[config.mk]
export PLATFORM = sky130hd
export DESIGN_NAME = idct_frame_ctrl
export DESIGN_NICKNAME = d
export VERILOG_FILES = /design/src/rtl/idct_frame_pkg.sv /design/src/rtl/idct_blk_seq.sv /design/src/rtl/idct_lat_line.sv /design/src/rtl/idct_frame_ctrl.sv
export SDC_FILE = /design/constraint.sdc
export NUM_CORES = 1
export LEC_CHECK = 0
export BUFFER_PORTS_ARGS = -buffer_cell sky130_fd_sc_hd__buf_2
export CAP_MARGIN = 20
export CORE_MARGIN = 8
export CORE_UTILIZATION = 35
export CTS_CLUSTER_DIAMETER = 40
export DETAILED_ROUTE_END_ITERATION = 7
export GPL_TIMING_DRIVEN = 0
export PLACE_DENSITY_LB_ADDON = 0.12
export RECOVER_POWER = 50
export SYNTH_ARGS = -nofsm -noshare
export SYNTH_HDL_FRONTEND = slang
export SYNTH_SLANG_ARGS = --single-unit
export TNS_END_PERCENT = 5
[constraint.sdc]
create_clock -name clk -period 1.6 [get_ports clk]
set_input_delay 0.16 -clock clk [delete_from_list [all_inputs] [get_ports clk]]
set_output_delay 0.16 -clock clk [all_outputs]
set_load 0.02 [all_outputs]
[src/rtl/idct_frame_pkg.sv]
package idct_frame_pkg;

  typedef enum logic {
    SEQ_IDLE = 1'b0,
    SEQ_BUSY = 1'b1
  } seq_state_e;

  // Clip a signed value into 0..hi.
  function automatic int clip_range(input int value, input int hi);
    if (value < 0)       return 0;
    else if (value > hi) return hi;
    else                 return value;
  endfunction

endpackage

[src/rtl/idct_blk_seq.sv]
module idct_blk_seq
  import idct_frame_pkg::*;
#(
  parameter int BLK_LEN = 64
) (
  input  logic clk,
  input  logic rst_n,
  input  logic clr_i,
  input  logic start_i,
  input  logic vld_i,
  output logic ready_o,
  output logic take_o,
  output logic open_o,
  output logic close_o
);

  localparam int CNT_W = (BLK_LEN > 2) ? $clog2(BLK_LEN) : 1;
  localparam logic [CNT_W-1:0] LAST_IDX = CNT_W'(BLK_LEN - 1);

  seq_state_e       state_q;
  logic [CNT_W-1:0] cnt_q;

  logic is_idle;
  assign is_idle = (state_q == SEQ_IDLE);

  always_comb begin
    open_o  = !clr_i && is_idle && start_i && vld_i;
    take_o  = open_o || (!clr_i && !is_idle && vld_i);
    close_o = !clr_i && !is_idle && vld_i && (cnt_q == LAST_IDX);
  end

  always_ff @(posedge clk or negedge rst_n) begin
    if (!rst_n) begin
      state_q <= SEQ_IDLE;
      cnt_q   <= '0;
    end else if (clr_i) begin
      state_q <= SEQ_IDLE;
      cnt_q   <= '0;
    end else if (open_o) begin
      state_q <= SEQ_BUSY;
      cnt_q   <= CNT_W'(1);
    end else if (close_o) begin
      state_q <= SEQ_IDLE;
      cnt_q   <= '0;
    end else if (take_o) begin
      cnt_q   <= cnt_q + CNT_W'(1);
    end
  end

  assign ready_o = is_idle;

endmodule

[src/rtl/idct_lat_line.sv]
module idct_lat_line #(
  parameter int DEPTH = 83,
  parameter int W     = 10
) (
  input  logic         clk,
  input  logic         rst_n,
  input  logic         clr_i,
  input  logic [W-1:0] din,
  output logic [W-1:0] dout
);

  logic [W-1:0] tap [DEPTH+1];

  assign tap[0] = din;

  for (genvar s = 0; s < DEPTH; s++) begin : g_stage
    always_ff @(posedge clk or negedge rst_n) begin
      if (!rst_n)     tap[s+1] <= '0;
      else if (clr_i) tap[s+1] <= '0;
      else            tap[s+1] <= tap[s];
    end
  end

  assign dout = tap[DEPTH];

endmodule

[src/rtl/idct_frame_ctrl.sv]
module idct_frame_ctrl
  import idct_frame_pkg::*;
#(
  parameter int COEF_W  = 11,
  parameter int PIX_W   = 8,
  parameter int BLK_LEN = 64,
  parameter int LATENCY = 83
) (
  input  logic              clk,
  input  logic              rst_n,
  input  logic              clr_i,
  input  logic              start_i,
  input  logic              coef_vld_i,
  input  logic [COEF_W-1:0] coef_i,
  output logic              ready_o,
  output logic [PIX_W-1:0]  pix_o,
  output logic              pix_vld_o,
  output logic              pix_sob_o
);

  localparam int LINE_W  = PIX_W + 2;
  localparam int PIX_MAX = (1 << PIX_W) - 1;

  // named internal events
  logic take_w, open_w, close_w;
  logic [PIX_W-1:0]  pix_in_w;
  logic [LINE_W-1:0] line_in_w, line_out_w;

  idct_blk_seq #(.BLK_LEN(BLK_LEN)) u_seq (
    .clk     (clk),
    .rst_n   (rst_n),
    .clr_i   (clr_i),
    .start_i (start_i),
    .vld_i   (coef_vld_i),
    .ready_o (ready_o),
    .take_o  (take_w),
    .open_o  (open_w),
    .close_o (close_w)
  );

  always_comb begin
    if (take_w) pix_in_w = PIX_W'(clip_range(int'($signed(coef_i)), PIX_MAX));
    else        pix_in_w = '0;
  end

  assign line_in_w = {open_w, take_w, pix_in_w};

  idct_lat_line #(.DEPTH(LATENCY), .W(LINE_W)) u_line (
    .clk   (clk),
    .rst_n (rst_n),
    .clr_i (clr_i),
    .din   (line_in_w),
    .dout  (line_out_w)
  );

  assign pix_sob_o = line_out_w[PIX_W+1];
  assign pix_vld_o = line_out_w[PIX_W];
  assign pix_o     = line_out_w[PIX_W-1:0];

endmodule

== Word level (Yosys, flattened, before mapping) ==
Cells that the tools add are included.
Cells by class
  $add $sub $neg: 1
  $mul: 0
  div/mod/pow operators: 0
  $lt $le $gt $ge: 2
  equal/unequal tests: 1
  shifts and indexed selects: 0
  mux-type cells: 93
  bitwise gates (word level): 1
  reductions and logical operators: 10
Operator list (number)
  10-bit 2-to-1 mux: 83
  6-bit 2-to-1 mux: 4
  8-bit 2-to-1 mux: 3
  11-bit by 9-bit > comparator with 1-bit output (second input constant): 1
  11-bit by 1-bit less-than comparator with 1-bit output (second input constant): 1
  6-bit by 1-bit adder with 6-bit output (second input constant): 1
  6-bit == test (second input constant): 1
  1-bit logical AND: 6
  4-bit nonzero test: 1
  1-bit 2-to-1 mux: 3
  3-bit nonzero test: 1
  1-bit zero test: 1
  1-bit logical OR: 1
  1-bit NOT: 1
Word-level totals
  flip-flop bits (word level): 837
  bits in latches: 0
  RAM bits: 0
  bits in read-only memories: 0
  input bits: 16
  output and inout port bits: 11
  logic and storage cells: 193
  memories kept: 0

== Longest topological paths before layout ==
Gate-level depths: netlist of run 1.
  word-level depth: 9
  gate-level depth with buffers: 5
  gate-level depth less buffers: 5

== Hierarchy ==
From an unflattened synthesis of run 1, not the netlist that was laid out.
Unflattened totals
  cell total of the unflattened synthesis: 1821
  area, all modules: 26903.3 µm²
By module, submodules not included
  idct_lat_line: times used 1, cells each 1762, area an instance 26395.3 µm², seq. area each 20769.9 µm²
  idct_blk_seq: times used 1, cells each 47, area an instance 419.2 µm², seq. area each 175.2 µm²
  idct_frame_ctrl: times used 1, cells each 12, area an instance 88.8 µm², seq. area each 0.0 µm²

== Worst setup path before layout of run 1 ==
OpenSTA, ideal clock, no wires.
  path type: reg-to-reg
  from: reg u_seq.cnt_q[0]
  to: reg u_seq.cnt_q[2]
  setup time: 0.130 ns
  arrival: 1.254 ns
  data required time: 1.470 ns
  slack: 0.216 ns
  cell stages (with the launch flop): 6
  path buffers: 0
  clock period less this slack: 1.384 ns
  cells stage by stage: dfrtp_1 -> ha_1 -> nand3_1 -> or2_2 -> o21ai_0 -> nor2_1
Between the ends
  word-level cells in the longest chain between the ends: 5
  elaborated cells between the ends (all ways): 8
  those cells by class: add/sub: 1; eq/ne: 1; mux: 4; reduce/logical: 2
RTL lines
  from (decl): RTL line idct_blk_seq.sv:21  | logic [CNT_W-1:0] cnt_q;
  from (signal assigned): RTL line idct_blk_seq.sv:46  | cnt_q <= cnt_q + CNT_W'(1);
  6-bit by 1-bit adder with 6-bit output or 6-bit == test (tied branches): RTL line idct_blk_seq.sv:46, idct_blk_seq.sv:29
  6-bit 2-to-1 mux or 1-bit logical AND (tied branches): RTL line idct_blk_seq.sv:45, idct_blk_seq.sv:29
  6-bit 2-to-1 mux: RTL line idct_blk_seq.sv:42  | end else if (close_o) begin
  6-bit 2-to-1 mux: RTL line idct_blk_seq.sv:39  | end else if (open_o) begin
  6-bit 2-to-1 mux: RTL line idct_blk_seq.sv:36  | end else if (clr_i) begin
Parallel ways exist; a longest one is shown, timed or not. The select of a mux whose other input is x is not followed.
A chain may end at the register's enable or synchronous reset.

== Final worst setup path of run 1 ==
  from: in clr_i
  to: reg u_line.tap[817] (netlist name)
Between the ends
  word-level cells in the longest chain between the ends: 1
RTL lines
  from (decl): RTL line idct_frame_ctrl.sv:11  | input logic clr_i,
  10-bit 2-to-1 mux: RTL line idct_lat_line.sv:19  | else if (clr_i) tap[s+1] <= '0;
  to (signal, indexed assignment): RTL line idct_lat_line.sv:20  | else tap[s+1] <= tap[s];
  to (decl): RTL line idct_lat_line.sv:12  | logic [W-1:0] tap [DEPTH+1];
No other way between the ends.

==> flow_summary.yaml, run 1 <==
critical_path:
  timing.rr.start: "u_seq.cnt_q[0]"
  crit_start: "clr_i"
  worstPathCellList: "dlygate4sd3_1 > buf_2 > buf_6 > buf_6 > clkbuf_1 > and2b_1"
  path_common_cell: "buf_6"
  worst-path-buf-inv: 5
  cp.depth: 6
  critPathArrivalTime_ps: 2050
  cpLargestDelayFamily: "buffers and inverters"
  critPathLaunchType: "input port"
  end_kind: "flip-flop"
  required_ps: 2140
  crit_fanout: 10
  critPathMaxStageDelay_ps: 550
  worstRegToRegCells: 5
  criticalPathCategory: "input port to flip-flop"
  crit_path_top_delay_cell: "clkbuf_1"
power:
  p_leak_nw: 16.94
  vdd_drop_max_uv: 800.8
  power_density_nw_per_um2: 1498
synthesis:
  async_flop_share_pct: 100.0
  synth_top_flop_cell: "dfrtp_1"
  yosysWarnings: 0
  syn_inst: 1805
  syn_avg_cell_area_um2: 14.99
  syn-cell-area_um2: 27060
  synth-edff-count: 0
  yosys_register_bits: 837
  synth_cell_types: 26
  syn_nets: 1822
  ys_seq_area_share_pct: 77.40
die:
  die_height_um: 294.1
  core_um2: 76960
  io_pins: 27
  die_width_um: 294.1
  std_cell_rows: 102
  die_area_um2: 86470
  start_util_pct: 35.17
global_route:
  grt_busiest_layer: "met2"
  gr-usage-met3_pct: 2.624
  overflow: 0
  grt_max_degree: 129
  grt_pass1_wl_mm: 73.44
  grtUsageMet2_pct: 15.00
  grt_pass1_vias: 13914
  grt_use_total_pct: 10.41
  grt_use_met1_pct: 14.98
  antenna_found_initial: 0
drt:
  vias: 12464
  post_drt_wl_per_cell_um: 13.80
  routed_via_density: 4.009
  first_iter_violations: 458
  drt_wl_total_mm: 42.91
  drtAntennaViolNets: 0
  drt_first_pass_iters: 4
  drc_errors: 0
placed_design:
  place_congestion: 0.6863
  dp_hpwl_mm: 23.98
  post-place-ws_ps: -462.8
  io_buffers: 26
  dpl.cell_count: 2878
timing:
  period_needed_ps: 1510
  rsz0062_at_grt: "no"
  max_slew_margin_pct: 15.97
  fin_crit_sh_pct: 94.40
  finalSetupViolations: 0
  setup_slack_ps: 89.63
  setup_tns_ps: 0
  whs_ps: -584.6
  hold_viol: 250
  fin_skew_ps: 16.07
  fmax_mhz: 662.1
  final_max_slew_viol_count: 0
  worst_slew_pin_slew_ps: 1260
layout:
  final_cell_mix: "837 x dfrtp_1, 640 x nor2b_1, 180 x and2b_1"
  finish.utilization_pct: 42.97
  final_common_cell: "dfrtp_1"
  fin_cells: 3109
  nets: 1987
  drive_gt1_share_pct: 12.52
  area_growth_pct: 22.21
clock_network:
  clock_latency_ps: 650
  cts-root-buf: "clkbuf_16"
  cts-htree-levels: 3
  cts_tree: "built"
  path_clk_slew_ps: 60
  cts_buffers: 115
  cts_buffer_depth: 3
  cts.sinks: 837
job:
  cap_violations: 0
min_path:
  hold_path.class: "input port to asynchronous set/reset pin"
outcome:
  status: "finished, violations left"
  violations: "negative hold slack"
==> path summary, 6_finish.rpt <==
kind	slack (ps)	end
worst min register to register	450	u_line.tap[70]
max in group asynchronous	340	u_line.tap[799]
min in group clk	120	u_line.tap[826]
worst max-delay path	90	u_line.tap[817]
worst min-delay path	-580	u_line.tap[584]
worst max register to register	120	u_seq.cnt_q[2]
==> cell families (layout without fill, tap and decap cells) <==
kind of cell,count (synthesis),in the layout,synth area share [%]
buf+inv,103,366,1.752
compound gates,20,20,0.4947
other cells,0,1,0
simple gates,840,840,20.18
xor+xnor,4,4,0.1294
fa+ha+maj,1,1,0.04623
flops,837,837,77.40
==> layout make-up <==
cell class / count / area, µm²
fill: 6999 / 43880
sequential: 837 / 20950
multi-input combinational: 865 / 5643
clock buffer: 148 / 3222
tap: 1040 / 1301
clock inverter: 67 / 1055
buffer: 101 / 466.7
timing repair buffer: 48 / 429.2
inverter: 2 / 7.507
antenna: 1 / 2.502
==> what timing repair did <==
item / CTS / global route
setup buffers: 0 / 0
resized for setup: 0 / 1
endpoints found under the setup margin: 0 / 3
hold endpoints to repair: 490 / 189
hold buffers: 13 / 2
==> where the power goes <==
| group | switching, mW | internal (mW) | total [mW] | leakage, nW |
|---|---|---|---|---|
| Combinational | 0.792 | 0.209 | 1.00 | 3.17 |
| Clock | 9.57 | 17.7 | 27.3 | 2.07 |
| Sequential | 0.0110 | 21.2 | 21.2 | 11.7 |
==> state kept, by name, indices dropped and copies added (netlist names) <==
register and cells:
u_line.tap 820, u_line.dout 10, u_seq.cnt_q 6, u_seq.state_q 1
==> synthesized netlist by cell type, types with 2 or more instances <==
master | instances | area share (%)
buf_6 | 7 | 0.29
o21ai_0 | 4 | 0.074
inv_1 | 2 | 0.028
nor2b_1 | 640 | 15
clkbuf_1 | 83 | 1.2
or2_2 | 2 | 0.046
nand2_1 | 3 | 0.042
buf_4 | 9 | 0.25
a21oi_1 | 3 | 0.055
xor2_1 | 4 | 0.13
dfrtp_1 | 837 | 77
nor2_1 | 10 | 0.14
and2b_1 | 180 | 5.0
o21a_1 | 9 | 0.25
==> through the flow <==
stage | power (mW) | cell area (µm²)
after global placement | 22.58 | 28490
final | 49.54 | 33070
after floorplan | 21.96 | 27060
after global routing | 51.39 | 33070
after CTS | 50.42 | 33100
after detailed placement | 22.64 | 28700
==> worst reg2reg max path, stage by stage, from the launching register on <==
cell,delay (ps)
dfrtp_1,410
ha_1,200
nand3_1,120
or2_2,340
o21ai_1,220
nor2_1,90
==> routing by layer <==
metal,wire length (µm),share of wire [%]
met5,0,0
met2,18750,44
met1,21330,50
met4,1298,3.0
met3,1538,3.6
Note: power is estimated with default switching activity, not from simulation.
==> run 2: changes to the inputs <==
- GPL_TIMING_DRIVEN: 0 -> unset
==> flow_summary.yaml, run 2 (synthesized netlist as in run 1, its figures left out) <==
timing:
  fin_skew_ps: 16.80
  rsz0062_at_grt: "no"
  finalSetupViolations: 0
  max_slew_margin_pct: 38.31
  hold_viol: 0
  final_max_slew_viol_count: 0
  setup_tns_ps: 0
  fmax_mhz: 666.4
  fin_crit_sh_pct: 93.78
  whs_ps: 206.4
  period_needed_ps: 1501
  worst_slew_pin_slew_ps: 925.4
clock_network:
  cts-root-buf: "clkbuf_16"
  cts_buffers: 117
  clock_latency_ps: 640
  path_clk_slew_ps: 50
  cts.sinks: 837
  cts_tree: "built"
  postCtsSetupBuffers: 0
  cts_buffer_depth: 3
  cts-htree-levels: 3
drt:
  drc_errors: 0
  post_drt_wl_per_cell_um: 12.80
  routed_via_density: 4.053
  drt_wl_total_mm: 39.21
  vias: 12415
  drtAntennaViolNets: 0
  drt_first_pass_iters: 4
  first_iter_violations: 588
critical_path:
  required_ps: 1440
  criticalPathCategory: "flip-flop to output pin"
  critPathArrivalTime_ps: 1340
  ff2ff_setup_slack_ps: 130
  end_kind: "output pin"
  critPathLaunchType: "flip-flop"
  crit_fanout: 8
power:
  vdd_drop_max_uv: 869.9
  p_leak_nw: 16.99
  power_density_nw_per_um2: 1495
outcome:
  status: "finished clean"
layout:
  regArea_um2: 20950
  final_common_cell: "dfrtp_1"
  fin_area_um2: 33040
  area_growth_pct: 22.08
  drive_gt1_share_pct: 14.19
  num-fill-cells: 6920
  finish.utilization_pct: 42.93
  final_cell_mix: "837 x dfrtp_1, 640 x nor2b_1, 180 x and2b_1"
  largest_register_ffs: 820
  fin_cells: 3063
  largest-register: "u_line.tap"
  multiInputGateArea_um2: 5643
  nets: 1940
global_route:
  grt_use_total_pct: 9.654
  grt_max_degree: 115
  overflow: 0
  grt_pass1_vias: 13627
  antenna_found_initial: 0
  grt_pass1_wl_mm: 70.12
die:
  io_pins: 27
  die_height_um: 294.1
  start_util_pct: 35.17
  die_width_um: 294.1
  core_um2: 76960
  die_area_um2: 86470
  std_cell_rows: 102
placed_design:
  dpl.cell_count: 2828
  io_buffers: 26
  place_congestion: 0.6927
  dpl-instance-area_um2: 28860
  dp_hpwl_mm: 19.44
job:
  cap_violations: 0
min_path:
  hold_path.class: "input port to asynchronous set/reset pin"
[run 2: cell types whose count changed in the layout (fill, tap and decap cells not counted), moves of 3 or more]
cell / delta
clkinv_8: -6
clkinv_2: +8
clkbuf_8: -7
clkbuf_2: +6
buf_16: -4
buf_12: +15
buf_4: +9
clkinvlp_4: +3
clkbuf_16: +4
clkbuf_1: -75
[run 2: power breakdown]
group | internal [mW] | total [mW] | switching (mW)
clock | 17.7 | 27.2 | 9.42
combinational | 0.251 | 1.01 | 0.761
sequential | 21.2 | 21.2 | 0.0121
total | 39.2 | 49.4 | 10.2
[run 2: final timing paths]
check                                 from               to  cells after the start
max                          u_seq.state_q          ready_o                      2
min                                  rst_n  u_line.tap[399]                      2
max reg2reg                 u_seq.cnt_q[1]   u_seq.cnt_q[3]                      5
min reg2reg                u_line.tap[567]  u_line.tap[557]                      1
max in group asynchronous            rst_n  u_line.tap[760]                      4
min in group clk                 coef_i[2]  u_line.tap[822]                      3
[run 2: per-layer routing]
| layer | up-vias | GRT usage, % | share of wire [%] |
|---|---|---|---|
| li1 | 5735 | - | - |
| met1 | 6447 | 13.73 | 48 |
| met2 | 158 | 13.85 | 45 |
| met3 | 75 | 2.526 | 4.6 |
| met4 | 0 | 4.234 | 2.7 |
| met5 | - | 0 | 0 |
[run 2: critical path: stages, from the launching register on]
cell,delay (ps)
dfrtp_1,450
inv_1,90
buf_2,170
[run 2: repair_timing]
| item | in CTS | in global routing |
|---|---|---|
| endpoints found under the setup margin | 0 | 17 |
| resized for setup | 0 | 1 |
| hold endpoints to repair | 773 | 0 |
| hold buffers | 17 | 0 |
[run 2: cell type report]
class                           count  share of cell area (%)
Sequential cell                   837                   63.40
Antenna cell                        1                0.007575
Multi-Input combinational cell    865                   17.08
Inverter                            2                 0.02272
Tap cell                         1040                   3.939
Timing Repair Buffer              100                   2.734
Clock buffer                      146                   9.775
Clock inverter                     72                   3.041
[run 2: per-stage QoR]
| stage | worst slack (ps) | total power, mW |
|---|---|---|
| 2_1_floorplan | 215.5 | 21.96 |
| 3_3_place_gp | 107.1 | 22.69 |
| 3_5_place_dp | 85.41 | 22.71 |
| 4_1_cts | 29.74 | 50.45 |
| 5_1_grt | 3.744 | 51.40 |
| 6_report | 99.47 | 49.40 |
==> run 3: changes to the inputs <==
- SYNTH_HIERARCHICAL: unset -> 1
==> flow_summary.yaml, run 3 <==
synthesis:
  synth_top_area_share_pct: 77.85
  yosys_register_bits: 837
  yosys-top-cells-area: "dfrtp_1 78%, nor2b_1 19%, clkbuf_1 1.2%"
  synth_most_common_cell: "dfrtp_1"
  synth_top_flop_cell: "dfrtp_1"
  synth-edff-count: 0
  async_flop_share_pct: 100.0
  syn-cell-area_um2: 26900
  synth_cell_types: 31
  synth_commonest_cells: "837 x dfrtp_1, 831 x nor2b_1, 84 x clkbuf_1, 11 x buf_4"
  yosysWarnings: 6
  syn_avg_cell_area_um2: 14.77
  synth_top_area_cell: "dfrtp_1"
  syn_nets: 1838
  ys_seq_area_share_pct: 77.85
  syn_inst: 1821
die:
  die_width_um: 293.3
  die_height_um: 293.3
  start_util_pct: 35.36
  core_um2: 76080
  die_area_um2: 86000
  std_cell_rows: 101
  io_pins: 27
clock_network:
  cts_tree: "built"
  path_clk_slew_ps: 60
  cts_buffers: 117
  cts-root-buf: "clkbuf_16"
  clock_latency_ps: 680
  cts_buffer_depth: 3
  cts-htree-levels: 3
  cts.sinks: 837
layout:
  regArea_um2: 20950
  drive_gt1_share_pct: 13.79
  area_growth_pct: 22.00
  largest_register_ffs: 820
  num-fill-cells: 6984
  largest-register: "u_line/tap"
  antennaDiodeCount: 0
  final_cell_mix: "837 x dfrtp_1, 831 x nor2b_1, 117 x clkbuf_16"
  multiInputGateArea_um2: 5483
  fin_area_um2: 32820
  nets: 1954
  fin_cells: 3068
  final_common_cell: "dfrtp_1"
drt:
  drt_wl_total_mm: 37.76
  drtAntennaViolNets: 0
  vias: 12394
  drc_errors: 0
  drt_first_pass_iters: 4
  post_drt_wl_per_cell_um: 12.31
  first_iter_violations: 536
  routed_via_density: 4.040
critical_path:
  crit_fanout: 6
  critPathArrivalTime_ps: 1340
  required_ps: 1440
  criticalPathCategory: "flip-flop to output pin"
  cpLargestDelayFamily: "flip-flops"
  worstPathCellList: "buf_6 > inv_2 > buf_6"
  worst-path-buf-inv: 3
  critPathMaxStageDelay_ps: 380
  end_kind: "output pin"
  critPathLaunchType: "flip-flop"
  path_common_cell: "buf_6"
  crit_path_top_delay_cell: "dfrtp_1"
timing:
  fin_skew_ps: 63.62
  fin_crit_sh_pct: 93.98
  fmax_mhz: 665.0
  finalSetupViolations: 0
  final_max_slew_viol_count: 0
  period_needed_ps: 1504
  rsz0062_at_grt: "no"
  setup_tns_ps: 0
  max_slew_margin_pct: 22.82
  worst_slew_pin_slew_ps: 1158
  hold_viol: 0
placed_design:
  dpl.cell_count: 2833
  dp_hpwl_mm: 18.24
  io_buffers: 26
  dpl-instance-area_um2: 28650
  place_congestion: 0.6482
global_route:
  grt_pass1_wl_mm: 69.50
  overflow: 0
  grt_use_total_pct: 9.452
  grt_pass1_vias: 13850
  antenna_found_initial: 0
  grt_max_degree: 96
job:
  cap_violations: 0
power:
  vdd_drop_max_uv: 792.3
  p_leak_nw: 16.20
  power_density_nw_per_um2: 1506
outcome:
  status: "finished clean"
min_path:
  hold_path.class: "input port to flip-flop"
==> run 3: cell count changes in the layout (fill, tap and decap cells not counted), moves of 5 or more <==
cell,before,now
buf_6,7,2
buf_4,18,11
nor2_1,10,5
nor2b_1,640,831
clkbuf_1,19,29
and2b_1,180,0
clkbuf_2,8,14
==> run 3: path summary, 6_finish.rpt <==
kind                                 start               to  slack, ps  depth (start not counted)
setup / recovery             u_seq/state_q          ready_o        100                          3
hold / removal                   coef_i[8]  u_line/tap[821]         90                          4
setup reg to reg             u_seq/state_q  u_line/tap[823]        150                          6
hold reg to reg            u_line/tap[112]  u_line/tap[102]        410                          1
max in group asynchronous            rst_n  u_line/tap[273]        250                          4
min in group asynchronous            rst_n   u_line/tap[28]        120                          3
==> run 3: logic make-up after synthesis <==
| kind of cell | Yosys count | synth area share (%) |
|---|---|---|
| compound gates | 21 | 0.5395 |
| xor+xnor | 2 | 0.06512 |
| fa+ha+maj | 1 | 0.04650 |
| buf+inv | 109 | 1.767 |
| flops | 837 | 77.85 |
| mux | 1 | 0.04185 |
| simple gates | 850 | 19.69 |
==> run 3: power by group <==
| group | switching (mW) | internal [mW] | total [mW] | leakage (nW) |
|---|---|---|---|---|
| sequential | 0.00865 | 21.2 | 21.2 | 11.7 |
| clock | 9.73 | 17.5 | 27.3 | 2.08 |
| combinational | 0.770 | 0.171 | 0.940 | 2.43 |
==> run 3: tightest hold or removal path: cells and delay by family <==
family | cells | cell delay [ps]
AOI/OAI and AO/OA | 1 | 140
buffers and inverters | 1 | 70
and+or+nand+nor | 2 | 330
==> run 3: what timing repair did <==
item / CTS / global route
hold buffers: 15 / 0
endpoints found under the setup margin: 1 / 2
resized for setup: 3 / 2
buffers inserted: 0 / 0
pin swaps: 0 / 0
endpoints found under the hold margin: 882 / 0
==> run 3: final cells by class <==
type	count	area share [%]
Clock buffer	144	9.808
Clock inverter	76	3.305
Inverter	4	0.04574
Multi-Input combinational cell	875	16.70
Sequential cell	837	63.81
Tap cell	1030	3.926
Timing Repair Buffer	102	2.398
==> run 3: through the flow <==
step                setup WS (ps)  utilization, %  hold slack, ps  power (mW)
finish                      96.26           43.15           88.50       49.42
global route                14.31           43.15           83.36       51.53
CTS                         17.19           43.53           39.38       50.51
detailed placement          165.7           37.66           38.58       22.64
global placement            190.1           37.66           39.24       22.62
floorplan                   175.4               -          -135.6       21.91
==> run 3: metal layers <==
layer | up-vias | part of all wire, % | track usage, %
li1 | 5770 | - | -
met1 | 6370 | 50 | 13.42
met2 | 136 | 43 | 13.62
met3 | 118 | 4.0 | 2.596
met4 | 0 | 3.5 | 3.933
met5 | - | 0 | 0
